--- src/rtl/cfg_loader_pkg.sv ---
package cfg_loader_pkg;

  typedef enum logic [2:0] {
    LD_IDLE  = 3'd0,
    LD_READ  = 3'd1,
    LD_LOAD  = 3'd2,
    LD_SHIFT = 3'd3,
    LD_FIN   = 3'd4
  } ld_state_t;

endpackage

--- src/rtl/cfg_rst_sync.sv ---
module cfg_rst_sync #(
  parameter int STAGES = 2
) (
  input  logic clk,
  input  logic rst_n,
  output logic rst_q_n
);

  logic [STAGES-1:0] chain_q;

  always_ff @(posedge clk or negedge rst_n) begin
    if (!rst_n) chain_q <= '0;
    else        chain_q <= {chain_q[STAGES-2:0], 1'b1};
  end

  assign rst_q_n = chain_q[STAGES-1];

endmodule

--- src/rtl/cfg_word_fetch.sv ---
module cfg_word_fetch #(
  parameter int AW = 8,
  parameter int LW = 8
) (
  input  logic          clk,
  input  logic          rst_n,
  input  logic          load,
  input  logic [AW-1:0] base,
  input  logic [LW-1:0] len,
  input  logic          step,
  output logic [AW-1:0] addr,
  output logic          none_left
);

  logic [AW-1:0] addr_q, addr_d;
  logic [LW-1:0] left_q, left_d;
  logic          upd;

  always_comb begin
    upd    = load | step;
    addr_d = addr_q;
    left_d = left_q;
    if (load) begin
      addr_d = base;
      left_d = len;
    end else if (step) begin
      addr_d = addr_q + AW'(1);
      left_d = left_q - LW'(1);
    end
  end

  always_ff @(posedge clk or negedge rst_n) begin
    if (!rst_n) begin
      addr_q <= '0;
      left_q <= '0;
    end else if (upd) begin
      addr_q <= addr_d;
      left_q <= left_d;
    end
  end

  assign addr      = addr_q;
  assign none_left = (left_q == '0);

  AST_STEP_HAS_WORD: assert property (@(posedge clk) disable iff (!rst_n)
    (step && !load) |-> (left_q != '0));

endmodule

--- src/rtl/cfg_serializer.sv ---
module cfg_serializer #(
  parameter int DW = 8
) (
  input  logic          clk,
  input  logic          rst_n,
  input  logic          load,
  input  logic [DW-1:0] word_in,
  input  logic          run,
  output logic          ser_clk,
  output logic          ser_bit,
  output logic          word_end
);

  localparam int BCW = (DW > 1) ? $clog2(DW) : 1;

  logic [DW-1:0]  sh_q, sh_d;
  logic [BCW-1:0] cnt_q, cnt_d;
  logic           ph_q, ph_d;
  logic           upd;

  always_comb begin
    upd  = load | run;
    sh_d = sh_q;
    cnt_d = cnt_q;
    ph_d = ph_q;
    if (load) begin
      sh_d  = word_in;
      cnt_d = '0;
      ph_d  = 1'b0;
    end else if (run) begin
      ph_d = ~ph_q;
      if (ph_q) begin
        sh_d  = {sh_q[DW-2:0], 1'b0};
        cnt_d = cnt_q + BCW'(1);
      end
    end
  end

  always_ff @(posedge clk or negedge rst_n) begin
    if (!rst_n) begin
      sh_q  <= '0;
      cnt_q <= '0;
      ph_q  <= 1'b0;
    end else if (upd) begin
      sh_q  <= sh_d;
      cnt_q <= cnt_d;
      ph_q  <= ph_d;
    end
  end

  assign ser_clk  = run & ph_q;
  assign ser_bit  = sh_q[DW-1];
  assign word_end = run & ph_q & (cnt_q == BCW'(DW-1));

  AST_BIT_STABLE_CLK_HIGH: assert property (@(posedge clk) disable iff (!rst_n)
    ser_clk |-> $stable(ser_bit));
  AST_CLK_ONE_CYCLE_HIGH: assert property (@(posedge clk) disable iff (!rst_n)
    ser_clk |=> !ser_clk);

endmodule

--- src/rtl/cfg_target_route.sv ---
module cfg_target_route #(
  parameter int NT = 4,
  localparam int TW = (NT > 1) ? $clog2(NT) : 1
) (
  input  logic          clk,
  input  logic          rst_n,
  input  logic          chain,
  input  logic [TW-1:0] sel,
  input  logic          s_clk,
  input  logic          s_en,
  input  logic          s_data,
  output logic [NT-1:0] t_clk,
  output logic [NT-1:0] t_en,
  output logic [NT-1:0] t_data
);

  for (genvar i = 0; i < NT; i++) begin : g_tgt
    logic hit;
    if (i == 0) begin : g_head
      assign hit       = chain | (sel == TW'(i));
      assign t_data[i] = hit & s_data;
    end else begin : g_rest
      assign hit       = chain | (sel == TW'(i));
      assign t_data[i] = ~chain & (sel == TW'(i)) & s_data;
    end
    assign t_clk[i] = hit & s_clk;
    assign t_en[i]  = hit & s_en;
  end

  AST_SELECT_ONE_TARGET: assert property (@(posedge clk) disable iff (!rst_n)
    !chain |-> $onehot0(t_en));
  AST_CHAIN_ALL_TARGETS: assert property (@(posedge clk) disable iff (!rst_n)
    (chain && s_en) |-> (t_en == {NT{1'b1}}));

endmodule

--- src/rtl/cfg_loader.sv ---
module cfg_loader
  import cfg_loader_pkg::*;
#(
  parameter int DW = 8,
  parameter int AW = 8,
  parameter int LW = 8,
  parameter int NT = 4,
  localparam int TW = (NT > 1) ? $clog2(NT) : 1
) (
  input  logic          clk,
  input  logic          rst_n,
  input  logic          req_start,
  input  logic          req_chain,
  input  logic [AW-1:0] req_base,
  input  logic [LW-1:0] req_len,
  input  logic [TW-1:0] req_target,
  output logic          busy,
  output logic          done,
  output logic          rom_rd_en,
  output logic [AW-1:0] rom_addr,
  input  logic [DW-1:0] rom_rd_data,
  output logic [NT-1:0] tgt_clk,
  output logic [NT-1:0] tgt_en,
  output logic [NT-1:0] tgt_data
);

  logic          rst_q_n;
  ld_state_t     st_q, st_d;
  logic          accept;
  logic          chain_q;
  logic [TW-1:0] tgt_q;
  logic          none_left;
  logic          ser_clk, ser_bit, word_end;
  logic          s_en, s_data;

  cfg_rst_sync #(.STAGES(2)) u_rst (
    .clk     (clk),
    .rst_n   (rst_n),
    .rst_q_n (rst_q_n)
  );

  assign accept = (st_q == LD_IDLE) & req_start & (req_len != '0);

  always_comb begin
    st_d = st_q;
    unique case (st_q)
      LD_IDLE:  if (accept) st_d = LD_READ;
      LD_READ:  st_d = LD_LOAD;
      LD_LOAD:  st_d = LD_SHIFT;
      LD_SHIFT: if (word_end) st_d = none_left ? LD_FIN : LD_READ;
      LD_FIN:   st_d = LD_IDLE;
      default:  st_d = LD_IDLE;
    endcase
  end

  always_ff @(posedge clk or negedge rst_q_n) begin
    if (!rst_q_n) st_q <= LD_IDLE;
    else          st_q <= st_d;
  end

  always_ff @(posedge clk or negedge rst_q_n) begin
    if (!rst_q_n) begin
      chain_q <= 1'b0;
      tgt_q   <= '0;
    end else if (accept) begin
      chain_q <= req_chain;
      tgt_q   <= req_target;
    end
  end

  cfg_word_fetch #(.AW(AW), .LW(LW)) u_fetch (
    .clk       (clk),
    .rst_n     (rst_q_n),
    .load      (accept),
    .base      (req_base),
    .len       (req_len),
    .step      (st_q == LD_READ),
    .addr      (rom_addr),
    .none_left (none_left)
  );

  cfg_serializer #(.DW(DW)) u_ser (
    .clk      (clk),
    .rst_n    (rst_q_n),
    .load     (st_q == LD_LOAD),
    .word_in  (rom_rd_data),
    .run      (st_q == LD_SHIFT),
    .ser_clk  (ser_clk),
    .ser_bit  (ser_bit),
    .word_end (word_end)
  );

  assign busy      = (st_q == LD_READ) | (st_q == LD_LOAD) | (st_q == LD_SHIFT);
  assign done      = (st_q == LD_FIN);
  assign rom_rd_en = (st_q == LD_READ);
  assign s_en      = busy;
  assign s_data    = busy & ser_bit;

  cfg_target_route #(.NT(NT)) u_route (
    .clk    (clk),
    .rst_n  (rst_q_n),
    .chain  (chain_q),
    .sel    (tgt_q),
    .s_clk  (ser_clk),
    .s_en   (s_en),
    .s_data (s_data),
    .t_clk  (tgt_clk),
    .t_en   (tgt_en),
    .t_data (tgt_data)
  );

  AST_ACCEPT_SETS_BUSY: assert property (@(posedge clk) disable iff (!rst_q_n)
    (!busy && !done && req_start && req_len != '0) |=> busy);
  AST_DONE_ONE_CYCLE: assert property (@(posedge clk) disable iff (!rst_q_n)
    done |=> !done);
  AST_BUSY_FALL_WITH_DONE: assert property (@(posedge clk) disable iff (!rst_q_n)
    $fell(busy) |-> done);
  AST_IDLE_TARGETS_QUIET: assert property (@(posedge clk) disable iff (!rst_q_n)
    !busy |-> (tgt_en == '0 && tgt_clk == '0 && tgt_data == '0));
  AST_EN_HELD_WHILE_BUSY: assert property (@(posedge clk) disable iff (!rst_q_n)
    busy |-> (tgt_en != '0));
  AST_BUSY_IGNORES_REQ: assert property (@(posedge clk) disable iff (!rst_q_n)
    (busy && !word_end) |=> busy);

endmodule

--- config.mk ---
export PLATFORM = sky130hd
export DESIGN_NAME = cfg_loader
export DESIGN_NICKNAME = d
export VERILOG_FILES = /design/src/rtl/cfg_loader_pkg.sv /design/src/rtl/cfg_rst_sync.sv /design/src/rtl/cfg_word_fetch.sv /design/src/rtl/cfg_serializer.sv /design/src/rtl/cfg_target_route.sv /design/src/rtl/cfg_loader.sv
export SDC_FILE = /design/constraint.sdc
export NUM_CORES = 1
export LEC_CHECK = 0
export BUFFER_PORTS_ARGS = -buffer_cell sky130_fd_sc_hd__buf_2
export CORE_ASPECT_RATIO = 1.25
export CORE_MARGIN = 2
export CORE_UTILIZATION = 35
export DETAILED_ROUTE_END_ITERATION = 8
export GPL_ROUTABILITY_DRIVEN = 0
export PLACE_DENSITY = 0.62
export SYNTH_ARGS = -nofsm -noshare
export SYNTH_HDL_FRONTEND = slang
export SYNTH_SLANG_ARGS = --single-unit
--- constraint.sdc ---
create_clock -name clk -period 1.61 [get_ports clk]
set_clock_uncertainty 0.15 [all_clocks]
set_input_delay 0.4025 -clock clk [delete_from_list [all_inputs] [get_ports clk]]
set_output_delay 0.4025 -clock clk [all_outputs]
set_load 0.01 [all_outputs]
==> flow_results.org <==
** Logic synthesis
- Cell type with the highest aggregate area in the netlist :: sky130_fd_sc_hd__dfrtp_1
- FFs w/ async S/R, synth :: 100.0%
- Top cells by instance count after synthesis :: 36 x sky130_fd_sc_hd__dfrtp_1, 25 x sky130_fd_sc_hd__nand2_1, 18 x sky130_fd_sc_hd__nor2_1, 18 x sky130_fd_sc_hd__o21ai_0, 16 x sky130_fd_sc_hd__a21oi_1
- Cell variety after synth :: 51
- For this run, the leading register cell type out of synthesis is sky130_fd_sc_hd__dfrtp_1.
- Counting every instance in the synthesized netlist gives 214.
- Summing the sequential cell areas from Yosys gives 44.75% of the chip area.
- After synthesis the cells add up to 2013 sq um.
- Synthesis produced a netlist with a net count of 249.
- Most repeated cell in the gate-level netlist after synthesis :: sky130_fd_sc_hd__dfrtp_1
- Counting flops and latches in the post-synthesis netlist gives 36.
- During synthesis, Yosys emitted a total of 0 warnings.
- By area the synthesized netlist is led by sky130_fd_sc_hd__dfrtp_1 45%, sky130_fd_sc_hd__nand2_1 4.7%, sky130_fd_sc_hd__o21ai_0 4.5%, sky130_fd_sc_hd__a21oi_1 4.0%, sky130_fd_sc_hd__nor2_1 3.4%.
- In this run, synthesis inferred 0 flip-flops with an integrated enable.
- In this run the biggest area consumer among cell types represents 44.75% of the synthesized area.
- Average size of a mapped cell :: between 9 and 10 sq um

** Drt
- Remaining design rule violation count :: 0
- Routed vias :: 2054
- After the first detailed-routing iteration, the DRC count stood at 74.
- Once detail routing completed, the nets flagged for antenna violations numbered 0.
- The routed design has 5.507 mm of wire.
- The first TritonRoute pass finished after 4 iterations.
- In the final routed layout, each cell accounts on average for ~14 microns.
- After detailed routing, the number of vias per cell comes to 5.240.

** STA
- Post-route setup TNS :: -10.50 ns
- Max Fclk :: 492.0 MHz
- Final worst hold slack :: 0.1231 ns
- Number of pins exceeding their max-slew limit in the final report :: 0
- Slack of the critical path :: -0.4226 ns
- Counting I/O delays and the setup requirement, the final critical path takes a little over 2 ns.
- The hold violation count in the final report is 0.
- Period Utilization, post-route :: 126.2%
- Total of endpoints with negative setup slack in the final report :: 46
- Setup repair after global routing could not meet its margin everywhere.

** Die
- Starting Density :: 36.74%
- During I/O placement, the number of pins put on the boundary was 53.
- Die boundary height :: 88.80 microns
- Width of the die :: 71.84 microns
- Placeable Area :: ~5500 sq um
- The die covers 6379 sq um.
- The floorplan has 30 rows.

** Pwr
- Cell internal power dissipation :: 1661 uW
- Seq pwr share :: a little under half
- Logic gate share of total power :: approximately a fifth
- Share of power burned in the clock network :: 34.7%
- Static leakage :: 0.001576 uW
- Max VDD drop :: 0.0004952 V
- In this run the power spent charging and discharging nets is 622.5 uW.
- For this design the ratio of total power to cell area is 703.6 nW/um^2.
- Net switching is 27.26% of the power.

** Final layout
- Compared with the post-synthesis result, the final layout area differs by 61.22%.
- Fill cell count :: between 400 and 500
- Of the cells placed in the final design, the portion with a size suffix greater than 1 is 54.27%.
- The number of antenna diodes in the final layout is 0.
- Net count, final :: around 360
- Final Instance Area :: 3246 sq um

** Worst setup path
- The most critical setup path has its endpoint at tgt_data[0].
- Arrival @ worst endpoint :: 1.48 ns
- STA classifies the critical path endpoint as an output pin.
- Worst R2R Path Depth :: 6
- The setup path with the least slack is of type flip-flop to output pin.
- STA classifies the critical path startpoint as a flip-flop.
- The worst register-to-register path begins at st_q[2].
- For the worst setup path, the data required time is 1.06 ns.
- The endpoint identified for the worst register-to-register timing path is chain_q.
- Crit path from :: st_q[1]
- Setup slack on the worst reg-to-reg path comes out at -0.30 ns.
- Of all nets on the critical path, the largest fanout is 4.

** Hold path
- Type of the worst min-delay path :: flip-flop to asynchronous set/reset pin

** Run status
- The flow ran to the end, but the final reports show violations.
- The final reports fail on setup timing.

** CTS
- Number of sinks handled by clock tree synthesis :: 36
- Worst-skew pair later-pin latency :: 0.29 ns
- After clock tree synthesis, the clock-pin slew on the worst setup and hold paths is 0.08 ns.
- Clock tree synthesis inserted a total of 5 buffers.
- Clock Tree Buf Depth :: 2
- Root cell of the clock tree :: sky130_fd_sc_hd__clkbuf_8
- The H-tree was split into 2 levels.
- TritonCTS built the clock tree.

** Placement
- Detailed placement finished with a half-perimeter wire length of 3.761 mm.
- Instance area at placement :: between 2000 and 3000 sq um
- Port buffering added 52 buffers.

** Global route
- Global-route usage over all layers :: 18.06%
- Wire length of the first global-routing pass :: 9.114 mm
- Overflow left after global routing :: 0
- The via count of the first global-routing pass was about 2000.
- Pin count of the biggest net entering global routing :: 35
- Antenna violations before repair :: 0

** Run
- Across the run, the number of max-cap violations was 0.
==> power by group through the flow <==
| stage | Combinational [uW] | Clock [uW] | Sequential, uW |
|---|---|---|---|
| final | 447 | 793 | 1040 |
| after CTS | 436 | 816 | 1040 |
| after detailed placement | 408 | 0 | 1060 |
| after floorplan | 153 | 0 | 1090 |
| after global placement | 401 | 0 | 1060 |
| after global routing | 491 | 850 | 1050 |
==> how the worst min path moves through the flow <==
stage / endpoint / slack, ns / startpoint / depth (start not counted)
floorplan: u_rst.chain_q[0] / -0.04 / rst_n / 0
global placement: u_rst.chain_q[0] / 0.04 / rst_n / 1
detailed placement: u_rst.chain_q[0] / 0.04 / rst_n / 1
CTS: u_fetch.addr[3] / 0.15 / u_rst.chain_q[1] / 1
global route: u_fetch.addr[2] / 0.18 / u_rst.chain_q[1] / 1
finish: u_fetch.addr[3] / 0.12 / u_rst.chain_q[1] / 1
==> sequential cells by signal (all words and copies together) (netlist names) <==
signal and count:
u_fetch.addr 8, u_fetch.left_q 8, u_ser.sh_q 8, st_q 3, u_ser.cnt_q 3, tgt_q 2, u_rst.chain_q 2, chain_q 1
u_ser.ph_q 1
==> area by class of cell <==
| cell class | count | area, sq um | area share (%) |
|---|---|---|---|
| timing repair buffer | 116 | 854.6 | 26.33 |
| multi-input combinational | 158 | 1247 | 38.43 |
| tap | 64 | 80.08 | 2.467 |
| sequential | 36 | 903.4 | 27.83 |
| clock inverter | 2 | 35.03 | 1.079 |
| inverter | 10 | 52.55 | 1.619 |
| clock buffer | 6 | 72.57 | 2.236 |
==> per-stage QoR <==
stage / worst slack (ns) / std cells / util (%) / power, uW
2_1_floorplan: -0.2409 / 214 / - / 1245
3_3_place_gp: -0.2373 / 365 / 48.70 / 1456
3_5_place_dp: -0.2722 / 365 / 48.70 / 1465
4_1_cts: -0.4336 / 384 / 55.23 / 2294
5_1_grt: -0.5194 / 392 / 59.22 / 2395
6_report: -0.4226 / 392 / 59.22 / 2284
==> cells in the final DEF (no fill, tap or decap), drive strengths merged, types with 3 or more instances in the layout <==
cell type | synthesis | final
a21oi | 16 | 16
a22o | 4 | 4
buf | 5 | 114
clkbuf | 5 | 7
dfrtp | 36 | 36
ha | 5 | 5
inv | 9 | 9
nand2 | 25 | 25
nand2b | 3 | 3
nand3 | 4 | 4
nand4 | 3 | 3
nor2 | 18 | 18
nor3 | 4 | 4
nor4 | 4 | 4
o21ai | 19 | 19
o22ai | 8 | 8
or3 | 4 | 4
xnor2 | 3 | 3
xor2 | 4 | 4
==> logic make-up (layout without fill, tap and decap cells) <==
family	after synthesis	count (layout)	share of synthesized area (%)
AO/OA/AOI/OAI	64	64	20.76
XOR/XNOR	7	7	3.045
adder cells (fa/ha/maj)	5	5	3.108
buffers and inverters	20	134	5.407
flip-flops	36	36	44.75
multiplexers	3	3	1.616
other	1	1	0.1863
AND/OR/NAND/NOR	78	78	21.13
==> routing by layer <==
layer / vias to the layer above / GRT usage, % / wire (microns) / part of all wire, %
met4: 0 / 5.317 / 73 / 1.3
met3: 7 / 4.100 / 280 / 5.1
met1: 992 / 22.26 / 2302 / 42
met2: 56 / 31.57 / 2850 / 52
met5: - / 0 / 0 / 0
li1: 999 / - / - / -
==> critical path: stages (launching register included) <==
cell	delay (ns)
sky130_fd_sc_hd__dfrtp_2	0.42
sky130_fd_sc_hd__nor2_4	0.05
sky130_fd_sc_hd__or2_4	0.25
sky130_fd_sc_hd__buf_4	0.14
sky130_fd_sc_hd__nor2_4	0.09
sky130_fd_sc_hd__and2_1	0.12
sky130_fd_sc_hd__buf_2	0.12
==> what timing repair did <==
| action | CTS | global route |
|---|---|---|
| gates cloned | 1 | 1 |
| endpoints found under the setup margin | 39 | 48 |
| gates resized for setup | 50 | 38 |
| setup buffers | 10 | 7 |
| hold buffers | 1 | 0 |
| endpoints found under the hold margin | 2 | 0 |
| pin swaps | 20 | 18 |
(Power assumes the default switching activity.)
